<file path="config.mk">
export PLATFORM = sky130hd
export DESIGN_NAME = tmr_slave_ctrl
export DESIGN_NICKNAME = d
export VERILOG_FILES = /design/src/rtl/tsc_pkg.sv /design/src/rtl/tsc_sync.sv /design/src/rtl/tsc_trig.sv /design/src/rtl/tsc_core.sv /design/src/rtl/tmr_slave_ctrl.sv
export SDC_FILE = /design/constraint.sdc
export NUM_CORES = 1
export LEC_CHECK = 0
export CORE_UTILIZATION = 53
export DETAILED_ROUTE_END_ITERATION = 10
export PLACE_DENSITY = 0.81
export SLEW_MARGIN = 0
export SYNTH_ARGS = -nofsm -noshare
export SYNTH_HDL_FRONTEND = slang
export SYNTH_SLANG_ARGS = --single-unit
</file>
<file path="constraint.sdc">
create_clock -name clk -period 2.8 [get_ports clk]
set_input_delay 0.7 -clock clk [delete_from_list [all_inputs] [get_ports clk]]
set_output_delay 0.7 -clock clk [all_outputs]
set_load 0.05 [all_outputs]
</file>
<file path="src/rtl/tsc_pkg.sv">
package tsc_pkg;

  localparam int MODE_W = 4;
  localparam int TSEL_W = 3;

  localparam logic [MODE_W-1:0] SM_OFF    = 4'd0;
  localparam logic [MODE_W-1:0] SM_ENC1   = 4'd1;
  localparam logic [MODE_W-1:0] SM_ENC2   = 4'd2;
  localparam logic [MODE_W-1:0] SM_ENC3   = 4'd3;
  localparam logic [MODE_W-1:0] SM_RESET  = 4'd4;
  localparam logic [MODE_W-1:0] SM_GATED  = 4'd5;
  localparam logic [MODE_W-1:0] SM_TRIG   = 4'd6;
  localparam logic [MODE_W-1:0] SM_EXTCLK = 4'd7;
  localparam logic [MODE_W-1:0] SM_COMBO  = 4'd8;

  localparam logic [TSEL_W-1:0] TS_EDGE = 3'b100;
  localparam logic [TSEL_W-1:0] TS_TI1  = 3'b101;
  localparam logic [TSEL_W-1:0] TS_TI2  = 3'b110;
  localparam logic [TSEL_W-1:0] TS_ETR  = 3'b111;

  // one-hot decode of the slave-mode code; reserved codes fall to off
  typedef struct packed {
    logic off;
    logic enc1;
    logic enc2;
    logic enc3;
    logic rst;
    logic gate;
    logic trig;
    logic ext;
    logic combo;
  } mode_dec_t;

  function automatic mode_dec_t decode_mode(logic [MODE_W-1:0] m);
    mode_dec_t d;
    d = '0;
    case (m)
      SM_ENC1:   d.enc1  = 1'b1;
      SM_ENC2:   d.enc2  = 1'b1;
      SM_ENC3:   d.enc3  = 1'b1;
      SM_RESET:  d.rst   = 1'b1;
      SM_GATED:  d.gate  = 1'b1;
      SM_TRIG:   d.trig  = 1'b1;
      SM_EXTCLK: d.ext   = 1'b1;
      SM_COMBO:  d.combo = 1'b1;
      default:   d.off   = 1'b1;
    endcase
    return d;
  endfunction

endpackage

</file>
<file path="src/rtl/tsc_sync.sv">
module tsc_sync #(
  parameter int W = 1
) (
  input  logic         clk,
  input  logic         rst_n,
  input  logic [W-1:0] din,
  output logic [W-1:0] lvl,
  output logic [W-1:0] prv
);

  for (genvar i = 0; i < W; i++) begin : g_bit
    logic s1_q, s2_q, p_q;
    logic s1_d, s2_d, p_d;

    always_comb begin
      s1_d = din[i];
      s2_d = s1_q;
      p_d  = s2_q;
    end

    always_ff @(posedge clk or negedge rst_n) begin
      if (!rst_n) begin
        s1_q <= 1'b0;
        s2_q <= 1'b0;
        p_q  <= 1'b0;
      end else begin
        s1_q <= s1_d;
        s2_q <= s2_d;
        p_q  <= p_d;
      end
    end

    assign lvl[i] = s2_q;
    assign prv[i] = p_q;
  end

endmodule

</file>
<file path="src/rtl/tsc_trig.sv">
module tsc_trig
  import tsc_pkg::*;
#(
  parameter int N_ITR = 4,
  localparam int SYNC_W = N_ITR + 3,
  localparam int I_TI1  = N_ITR,
  localparam int I_TI2  = N_ITR + 1,
  localparam int I_ETR  = N_ITR + 2
) (
  input  logic              clk,
  input  logic              rst_n,
  input  logic [SYNC_W-1:0] lvl,
  input  logic [SYNC_W-1:0] prv,
  input  logic [2:0]        pol_inv,
  input  logic [TSEL_W-1:0] trig_sel,
  output logic              ti1_lvl,
  output logic              ti2_lvl,
  output logic              ti1_tog,
  output logic              ti2_tog,
  output logic              trgi_lvl,
  output logic              trgi_rise,
  output logic              sel_edge
);

  logic ti1_prv, ti2_prv, etr_lvl, etr_prv;
  logic src_lvl, src_prv;
  int   itr_idx;

  always_comb begin
    ti1_lvl = lvl[I_TI1] ^ pol_inv[0];
    ti1_prv = prv[I_TI1] ^ pol_inv[0];
    ti2_lvl = lvl[I_TI2] ^ pol_inv[1];
    ti2_prv = prv[I_TI2] ^ pol_inv[1];
    etr_lvl = lvl[I_ETR] ^ pol_inv[2];
    etr_prv = prv[I_ETR] ^ pol_inv[2];
    ti1_tog = ti1_lvl ^ ti1_prv;
    ti2_tog = ti2_lvl ^ ti2_prv;
  end

  always_comb begin
    itr_idx  = int'(trig_sel[1:0]);
    src_lvl  = 1'b0;
    src_prv  = 1'b0;
    sel_edge = 1'b0;
    case (trig_sel)
      TS_EDGE: sel_edge = 1'b1;
      TS_TI1:  begin src_lvl = ti1_lvl; src_prv = ti1_prv; end
      TS_TI2:  begin src_lvl = ti2_lvl; src_prv = ti2_prv; end
      TS_ETR:  begin src_lvl = etr_lvl; src_prv = etr_prv; end
      default: begin
        if (itr_idx < N_ITR) begin
          src_lvl = lvl[itr_idx];
          src_prv = prv[itr_idx];
        end
      end
    endcase
  end

  // the TI1 toggle pulse is already one cycle wide, so it is its own edge
  always_comb begin
    if (sel_edge) begin
      trgi_lvl  = ti1_tog;
      trgi_rise = ti1_tog;
    end else begin
      trgi_lvl  = src_lvl;
      trgi_rise = src_lvl & ~src_prv;
    end
  end

  p_rise_has_lvl_r12: assert property (@(posedge clk) disable iff (!rst_n)
    trgi_rise |-> trgi_lvl);

endmodule

</file>
<file path="src/rtl/tsc_core.sv">
module tsc_core
  import tsc_pkg::*;
#(
  parameter int CNT_W = 16
) (
  input  logic              clk,
  input  logic              rst_n,
  input  logic              cnt_en,
  input  logic [MODE_W-1:0] slv_mode,
  input  logic              sel_edge,
  input  logic              ti1_lvl,
  input  logic              ti2_lvl,
  input  logic              ti1_tog,
  input  logic              ti2_tog,
  input  logic              trgi_lvl,
  input  logic              trgi_rise,
  input  logic [CNT_W-1:0]  arr_val,
  output logic [CNT_W-1:0]  cnt_val,
  output logic              cnt_down,
  output logic              upd_evt,
  output logic              trg_evt,
  output logic              cfg_err
);

  mode_dec_t md;
  logic [CNT_W-1:0] cnt_q, cnt_d;
  logic dir_q, dir_d, upd_q, upd_d, trg_q, trg_d, run_q, run_d;
  logic err, reinit, running, fwd_stp, enc_stp, enc_up, is_enc;
  logic is_off, is_gate, is_ext;

  always_comb begin
    md      = decode_mode(slv_mode);
    is_off  = md.off;
    is_gate = md.gate;
    is_ext  = md.ext;
    is_enc  = md.enc1 | md.enc2 | md.enc3;
    err     = md.gate & sel_edge;
    reinit  = (md.rst | md.combo) & trgi_rise;
    running = cnt_en | run_q;
  end

  // start latch for trigger and combined modes
  always_comb begin
    run_d = run_q;
    if (md.trig | md.combo) begin
      if (trgi_rise) run_d = 1'b1;
    end else begin
      run_d = 1'b0;
    end
  end

  // encoder step decision
  always_comb begin
    enc_stp = 1'b0;
    enc_up  = 1'b0;
    if (cnt_en) begin
      if (md.enc1 && ti1_tog) begin
        enc_stp = 1'b1;
        enc_up  = ti1_lvl ^ ti2_lvl;
      end else if (md.enc2 && ti2_tog) begin
        enc_stp = 1'b1;
        enc_up  = ~(ti1_lvl ^ ti2_lvl);
      end else if (md.enc3 && (ti1_tog ^ ti2_tog)) begin
        enc_stp = 1'b1;
        enc_up  = ti1_tog ? (ti1_lvl ^ ti2_lvl) : ~(ti1_lvl ^ ti2_lvl);
      end
    end
  end

  // forward step for the non-encoder modes
  always_comb begin
    fwd_stp = 1'b0;
    if (md.off | md.rst) fwd_stp = cnt_en;
    else if (md.gate)    fwd_stp = cnt_en & trgi_lvl & ~err;
    else if (md.trig | md.combo) fwd_stp = running;
    else if (md.ext)     fwd_stp = cnt_en & trgi_rise;
  end

  always_comb begin
    cnt_d = cnt_q;
    upd_d = 1'b0;
    dir_d = is_enc ? dir_q : 1'b0;
    trg_d = trgi_rise;
    if (reinit) begin
      cnt_d = '0;
      upd_d = 1'b1;
    end else if (fwd_stp || (enc_stp && enc_up)) begin
      if (enc_stp) dir_d = 1'b0;
      if (cnt_q >= arr_val) begin
        cnt_d = '0;
        upd_d = 1'b1;
      end else begin
        cnt_d = cnt_q + 1'b1;
      end
    end else if (enc_stp) begin
      dir_d = 1'b1;
      if (cnt_q == '0) begin
        cnt_d = arr_val;
        upd_d = 1'b1;
      end else begin
        cnt_d = cnt_q - 1'b1;
      end
    end
  end

  always_ff @(posedge clk or negedge rst_n) begin
    if (!rst_n) begin
      cnt_q <= '0;
      dir_q <= 1'b0;
      upd_q <= 1'b0;
      trg_q <= 1'b0;
      run_q <= 1'b0;
    end else begin
      cnt_q <= cnt_d;
      dir_q <= dir_d;
      upd_q <= upd_d;
      trg_q <= trg_d;
      run_q <= run_d;
    end
  end

  assign cnt_val  = cnt_q;
  assign cnt_down = dir_q;
  assign upd_evt  = upd_q;
  assign trg_evt  = trg_q;
  assign cfg_err  = err;

  p_off_hold_r2: assert property (@(posedge clk) disable iff (!rst_n)
    (is_off && !cnt_en) |=> $stable(cnt_q));

  p_upd_up_zero_r3: assert property (@(posedge clk) disable iff (!rst_n)
    (upd_q && !dir_q) |-> (cnt_q == '0));

  p_reinit_clear_r7: assert property (@(posedge clk) disable iff (!rst_n)
    reinit |=> (cnt_q == '0) && upd_q);

  p_gate_hold_r8: assert property (@(posedge clk) disable iff (!rst_n)
    (is_gate && !trgi_lvl) |=> $stable(cnt_q));

  p_ext_hold_r10: assert property (@(posedge clk) disable iff (!rst_n)
    (is_ext && !trgi_rise) |=> $stable(cnt_q));

  p_err_hold_r13: assert property (@(posedge clk) disable iff (!rst_n)
    err |=> $stable(cnt_q));

endmodule

</file>
<file path="src/rtl/tmr_slave_ctrl.sv">
module tmr_slave_ctrl
  import tsc_pkg::*;
#(
  parameter int CNT_W = 16,
  parameter int N_ITR = 4,
  localparam int SYNC_W = N_ITR + 3
) (
  input  logic              clk,
  input  logic              rst_n,
  input  logic              cnt_en,
  input  logic [3:0]        slv_mode,
  input  logic [2:0]        trig_sel,
  input  logic [2:0]        pol_inv,
  input  logic [N_ITR-1:0]  itr_in,
  input  logic              ti1_in,
  input  logic              ti2_in,
  input  logic              etr_in,
  input  logic [CNT_W-1:0]  arr_val,
  output logic [CNT_W-1:0]  cnt_val,
  output logic              cnt_down,
  output logic              upd_evt,
  output logic              trg_evt,
  output logic              cfg_err
);

  logic [SYNC_W-1:0] raw, lvl, prv;
  logic ti1_lvl, ti2_lvl, ti1_tog, ti2_tog, trgi_lvl, trgi_rise, sel_edge;

  assign raw = {etr_in, ti2_in, ti1_in, itr_in};

  tsc_sync #(.W(SYNC_W)) u_sync (
    .clk  (clk),
    .rst_n(rst_n),
    .din  (raw),
    .lvl  (lvl),
    .prv  (prv)
  );

  tsc_trig #(.N_ITR(N_ITR)) u_trig (
    .clk      (clk),
    .rst_n    (rst_n),
    .lvl      (lvl),
    .prv      (prv),
    .pol_inv  (pol_inv),
    .trig_sel (trig_sel),
    .ti1_lvl  (ti1_lvl),
    .ti2_lvl  (ti2_lvl),
    .ti1_tog  (ti1_tog),
    .ti2_tog  (ti2_tog),
    .trgi_lvl (trgi_lvl),
    .trgi_rise(trgi_rise),
    .sel_edge (sel_edge)
  );

  tsc_core #(.CNT_W(CNT_W)) u_core (
    .clk      (clk),
    .rst_n    (rst_n),
    .cnt_en   (cnt_en),
    .slv_mode (slv_mode),
    .sel_edge (sel_edge),
    .ti1_lvl  (ti1_lvl),
    .ti2_lvl  (ti2_lvl),
    .ti1_tog  (ti1_tog),
    .ti2_tog  (ti2_tog),
    .trgi_lvl (trgi_lvl),
    .trgi_rise(trgi_rise),
    .arr_val  (arr_val),
    .cnt_val  (cnt_val),
    .cnt_down (cnt_down),
    .upd_evt  (upd_evt),
    .trg_evt  (trg_evt),
    .cfg_err  (cfg_err)
  );

endmodule

</file>
# == Word-level counts from Yosys, hierarchy flattened ==
# Index checks and enable logic that the tools add are counted.
# op_classes
n_addsub,2
n_eq_ne,13
n_lt_le_gt_ge,2
n_mux,48
n_reduce_logical,8
bitwise_logic,25
# op_table
operator,count
$mux 16,5
$mux 1,39
$add 16x1->16 const B,1
$eq 4x3->1 const B,4
$ge 16x16->1,1
$logic_not 16->1,1
$sub 16x1->16 const B,1
$eq 3x3->1 const B,4
$xor 1x1->1,10
$eq 4x2->1 const B,2
$pmux 1 s4,2
$reduce_or 8->1,1
$and 1x1->1,6
$or 1x1->1,6
$bmux 1 s2,2
$eq 4x1->1 const B,1
$eq 4x4->1 const B,1
$logic_and 1x1->1,4
$lt 2x4->1 const B,1
$not 1->1,3
$reduce_bool 3->1,1
$ne 2x1->1 const B,1
$logic_or 1x1->1,1
# word_totals
wordCells,124
register_bits,41
output_inout_bits,20
in_bits,36

# == Depth between registers and ports, before layout ==
# logic_depth
word_depth,14
depth_mapped,11
mapped_depth_nobuf,9

# == Modules after synthesis ==
# A second synthesis with hierarchy kept.
# unflattened
hier_cells,347
hier_area_um2,3060.4
# modules_own_cells
module,n_inst,area_each_um2,seq_area_each_um2,cells_per_inst
tsc_core,1,2220.9,500.5,290
tsc_sync,1,630.6,525.5,35
tsc_trig,1,209.0,0.0,22

# == Least setup slack after synthesis ==
# No wires, ideal clock.
# synth_timing
path_type,input to output
startpoint,input slv_mode[3]
endpoint,output cfg_err
t_arrival_ps,2244
cell_stages,4
required_time_ps,2100
setup_slack_ps,-144
path_buffers,1
cell_sequence,clkbuf_1 nor2b_1 nand2_1 nor3b_1
# synth_via
elab_chain_cells,3
# synth_rtl
item,line,text
from (decl),tmr_slave_ctrl.sv:11,"input logic [3:0] slv_mode,"
$eq 4x3->1,tsc_pkg.sv:37,case (m)
$mux 1,tsc_pkg.sv:37,
$and 1x1->1,tsc_core.sv:37,err = md.gate & sel_edge;
to (decl),tmr_slave_ctrl.sv:23,output logic cfg_err
# Every way passes these cells.

# == Worst setup path after layout ==
# layout_timing
startpoint,input arr_val[5]
endpoint,register u_core.cnt_q[10] (netlist: u_core.cnt_val[10])
# layout_via
elab_chain_cells,4
# layout_rtl
item,line,text
from (decl),tmr_slave_ctrl.sv:18,"input logic [CNT_W-1:0] arr_val,"
$ge 16x16->1,tsc_core.sv:89,if (cnt_q >= arr_val) begin
$mux 16,tsc_core.sv:89,
$mux 16,tsc_core.sv:87,end else if (fwd_stp || (enc_stp && enc_up)) begin
$mux 16,tsc_core.sv:84,if (reinit) begin
to (signal assigned),tsc_core.sv:114,cnt_q <= cnt_d;
to (decl),tsc_core.sv:26,"logic [CNT_W-1:0] cnt_q, cnt_d;"
# Every way passes these cells.
# A chain may end at the register's enable or synchronous reset.

==> flow_metrics.tcl <==
set metrics [dict create \
    status "finished clean" \
    wl_per_cell_um 17.1 \
    synth_fa_ha_area_share_pct 7.83 \
    ys_ff_latch 41 \
    routed_wl_um 8920 \
    gr-usage-all-layers_pct 29.3 \
    insertedDiodeCount 0 \
    yosysSeqAreaShare_pct 33.8 \
    syn_area_um2 3040 \
    design_area_um2 4330 \
    syn-num-nets 402 \
    arrival_ns 2.96 \
    placed_cells 511 \
    die_x_um 77.7 \
    grt_overflow 0 \
    start_kind "primary input" \
    dr.pass1.iters 5 \
    final_util_pct 78.7 \
    post-route-period-util_pct 98.8 \
    synth_compound_area_share_pct 17.7 \
    fmax_ghz 0.361 \
    max-cap-violations 0 \
    muxShareOfSynthArea_pct 3.62 \
    cts_buffers 5 \
    cp_data_required_time_ns 2.99 \
    max-slew-margin-rel_pct 61.9 \
    gp_congestion 0.927 \
    antenna_found_initial 0 \
    grt_pass1_vias 2992 \
    endpoint_kind "flip-flop" \
    clock_latency_ns 0.31 \
    yosysWarnings 0 \
    hpwl_um 6200 \
    report.final.hold_viol_count 0 \
    drc 0 \
    synth_cell_types 57 \
    finalMaxSlewViolations 0 \
    dr.first_iter.drc_count 296 \
    cts_tree "done" \
    ant_nets 0 \
    die_area_um2 6040 \
    synth_ff_type "dfrtp_1" \
    period_needed_ns 2.77 \
    power.density_nw_per_um2 920 \
    grt_pass1_wl_um 13900 \
    leakagePower_uw 0.00196 \
    final_layout_size_suffix_gt1_share_pct 22.0 \
    area_growth_pct 42.6 \
    min_path_type "reg -> reg" \
    vias 3237 \
    worst_clock_skew_ns 0.0117 \
    worstSetupPathType "in -> reg" \
    synth-simple-area-share_pct 23.4 \
    tightest_slew_ns 0.571 \
    fin_cells 522 \
    synth_top_family_by_area "simple AND/OR/NAND/NOR gates" \
    finalSetupViolCount 0 \
    core_um2 5510 \
    cts-root-buf "clkbuf_8" \
    ys_async_sr_fraction_pct 100 \
    tns_ns 0 \
    avgSynthCellArea_um2 8.75 \
    nNetsFinal 504 \
    grt_start_max_net_pins 26 \
    cts_buffer_depth 2 \
    clk_transition_reported_paths_ns 0.08 \
    vias_per_cell 6.20 \
    cts.sinks 41 \
    pin_count 56 \
    port_buffers 55 \
    place_area_um2 4070 \
    crit_fanout 4 \
    start_util_pct 55.2 \
    ir_worst_vdd_uv 669 \
    h-tree-depth 2 \
    yosys.area_share.xor_xnor_pct 6.63 \
    syn_inst 347 \
    die_h_um 77.7 \
    synth_edf_count 0 \
    placementRows 27 \
]
[kinds of logic (layout without fill, tap and decap cells)]
family          count (synthesis)  in the layout
flops                          41             41
compound gates                 71             71
fa+ha+maj                      19             19
mux                             8              8
xor+xnor                       23             23
buf+inv                        52            155
simple gates                  133            133
[Yosys cell counts, types with 2 or more instances]
cell      instances  area [um2]
dfrtp_1          41        1030
inv_1            33         124
nor2_1           33         124
nand2_1          22        82.6
ha_1             19         238
nand3_1          18        90.1
xnor2_1          16         140
a211oi_1         12        90.1
clkbuf_1         11        41.3
nor2b_1          10        62.6
o211ai_1          9        67.6
a21oi_1           8        40.0
nor3_1            8        40.0
xor2_1            7        61.3
a211o_1           6        52.6
a31oi_1           6        37.5
nand4_1           6        37.5
a41oi_1           5        43.8
buf_2             5        25.0
mux2i_1           5        50.1
o311ai_0          5        43.8
or3_1             5        31.3
and3_1            4        25.0
and4_1            4        35.0
and2_1            3        18.8
nor4_1            3        18.8
o21a_1            3        22.5
o21ai_0           3        15.0
or4_1             3        22.5
a221o_1           2        20.0
buf_4             2        15.0
nand2b_1          2        12.5
nand4b_1          2        17.5
nor3b_1           2        15.0
nor4_2            2        25.0
[final timing paths]
path | from | to | slack (ns) | cells after the start
worst max-delay path | arr_val[5] | u_core.cnt_val[10] | 0.03 | 11
worst min-delay path | u_sync.g_bit[4].s1_q | u_sync.g_bit[4].p_d | 0.35 | 0
worst max register to register | u_core.cnt_val[7] | u_core.cnt_val[5] | 0.13 | 8
worst min register to register | u_sync.g_bit[4].s1_q | u_sync.g_bit[4].p_d | 0.35 | 0
max in group asynchronous | rst_n | u_core.cnt_val[2] | 1.87 | 2
min in group asynchronous | rst_n | u_sync.g_bit[5].p_q | 0.37 | 1
[timing repair]
action | 4_1_cts | 5_1_grt
hold buffers | 0 | 0
pin swaps | 6 | 10
gates resized for setup | 16 | 25
setup endpoints to repair | 18 | 17
setup buffers | 2 | 2
[placed cells by master, fill, tap and decap left out, types with 3 or more instances in the layout]
master,count
buf_4,52
clkdlybuf4s50_1,45
dfrtp_1,40
inv_1,33
nor2_1,33
nand2_1,22
nand3_1,18
xnor2_1,15
ha_1,15
nor2b_1,10
o211ai_1,9
a211oi_1,9
nor3_1,8
xor2_1,7
a211o_1,6
nand4_1,6
a21oi_1,5
mux2i_1,5
or3_1,5
a31oi_1,5
clkbuf_8,5
and4_1,4
and3_1,4
ha_4,4
dlygate4sd2_1,4
buf_6,4
buf_12,4
and2_1,3
o21a_1,3
a211oi_2,3
or4_1,3
a41oi_1,3
nor4_1,3
o311ai_0,3
inv_6,3
[worst max-delay path: stages]
cell,delay (ns)
clkdlybuf4s50_1,0.47
inv_1,0.08
ha_4,0.27
o21a_1,0.12
o211ai_1,0.13
a31o_2,0.27
a21oi_4,0.19
buf_6,0.13
nor3_1,0.05
mux2_4,0.26
a221o_1,0.29
[stage by stage]
step | worst slack (ns) | total power, uW | hold WS (ns)
finish | 0.0322 | 3990 | 0.353
global route | -0.0426 | 4230 | 0.364
CTS | 0.0161 | 3820 | 0.355
detailed placement | -0.546 | 3350 | 0.335
global placement | -0.479 | 3300 | 0.332
floorplan | 0.128 | 2480 | 0.331
[registers in the layout (all words and copies together) (netlist names)]
| name | flops |
|---|---|
| u_core.run_q | 1 |
| u_sync.g_bit.s1_q | 7 |
| u_core.cnt_down | 1 |
| u_sync.g_bit.p_q | 7 |
| u_core.upd_evt | 1 |
| u_sync.g_bit.p_d | 7 |
| u_core.trg_evt | 1 |
| u_core.cnt_val | 16 |
[layout make-up]
cell class | instances | area, um2
sequential | 41 | 1030
timing repair buffer | 114 | 1040
multi-input combinational | 254 | 1960
inverter | 33 | 124
fill | 376 | 1170
tap | 72 | 90.1
clock buffer | 5 | 68.8
clock inverter | 3 | 26.3
[power by group]
part	internal [uW]	leakage (uW)	switching (uW)
sequential	718	0.000513	173
combinational	1100	0.00139	1570
clock	185	0.0000495	242
total	2000	0.00196	1990
[layer usage]
layer	routed length (um)	part of all wire, %	track usage (%)
met3	557	6.2	4.24
met4	254	2.8	10.8
met5	0	0	0
met2	4410	49	49.5
met1	3700	41	38.0
(Power assumes the default switching activity.)
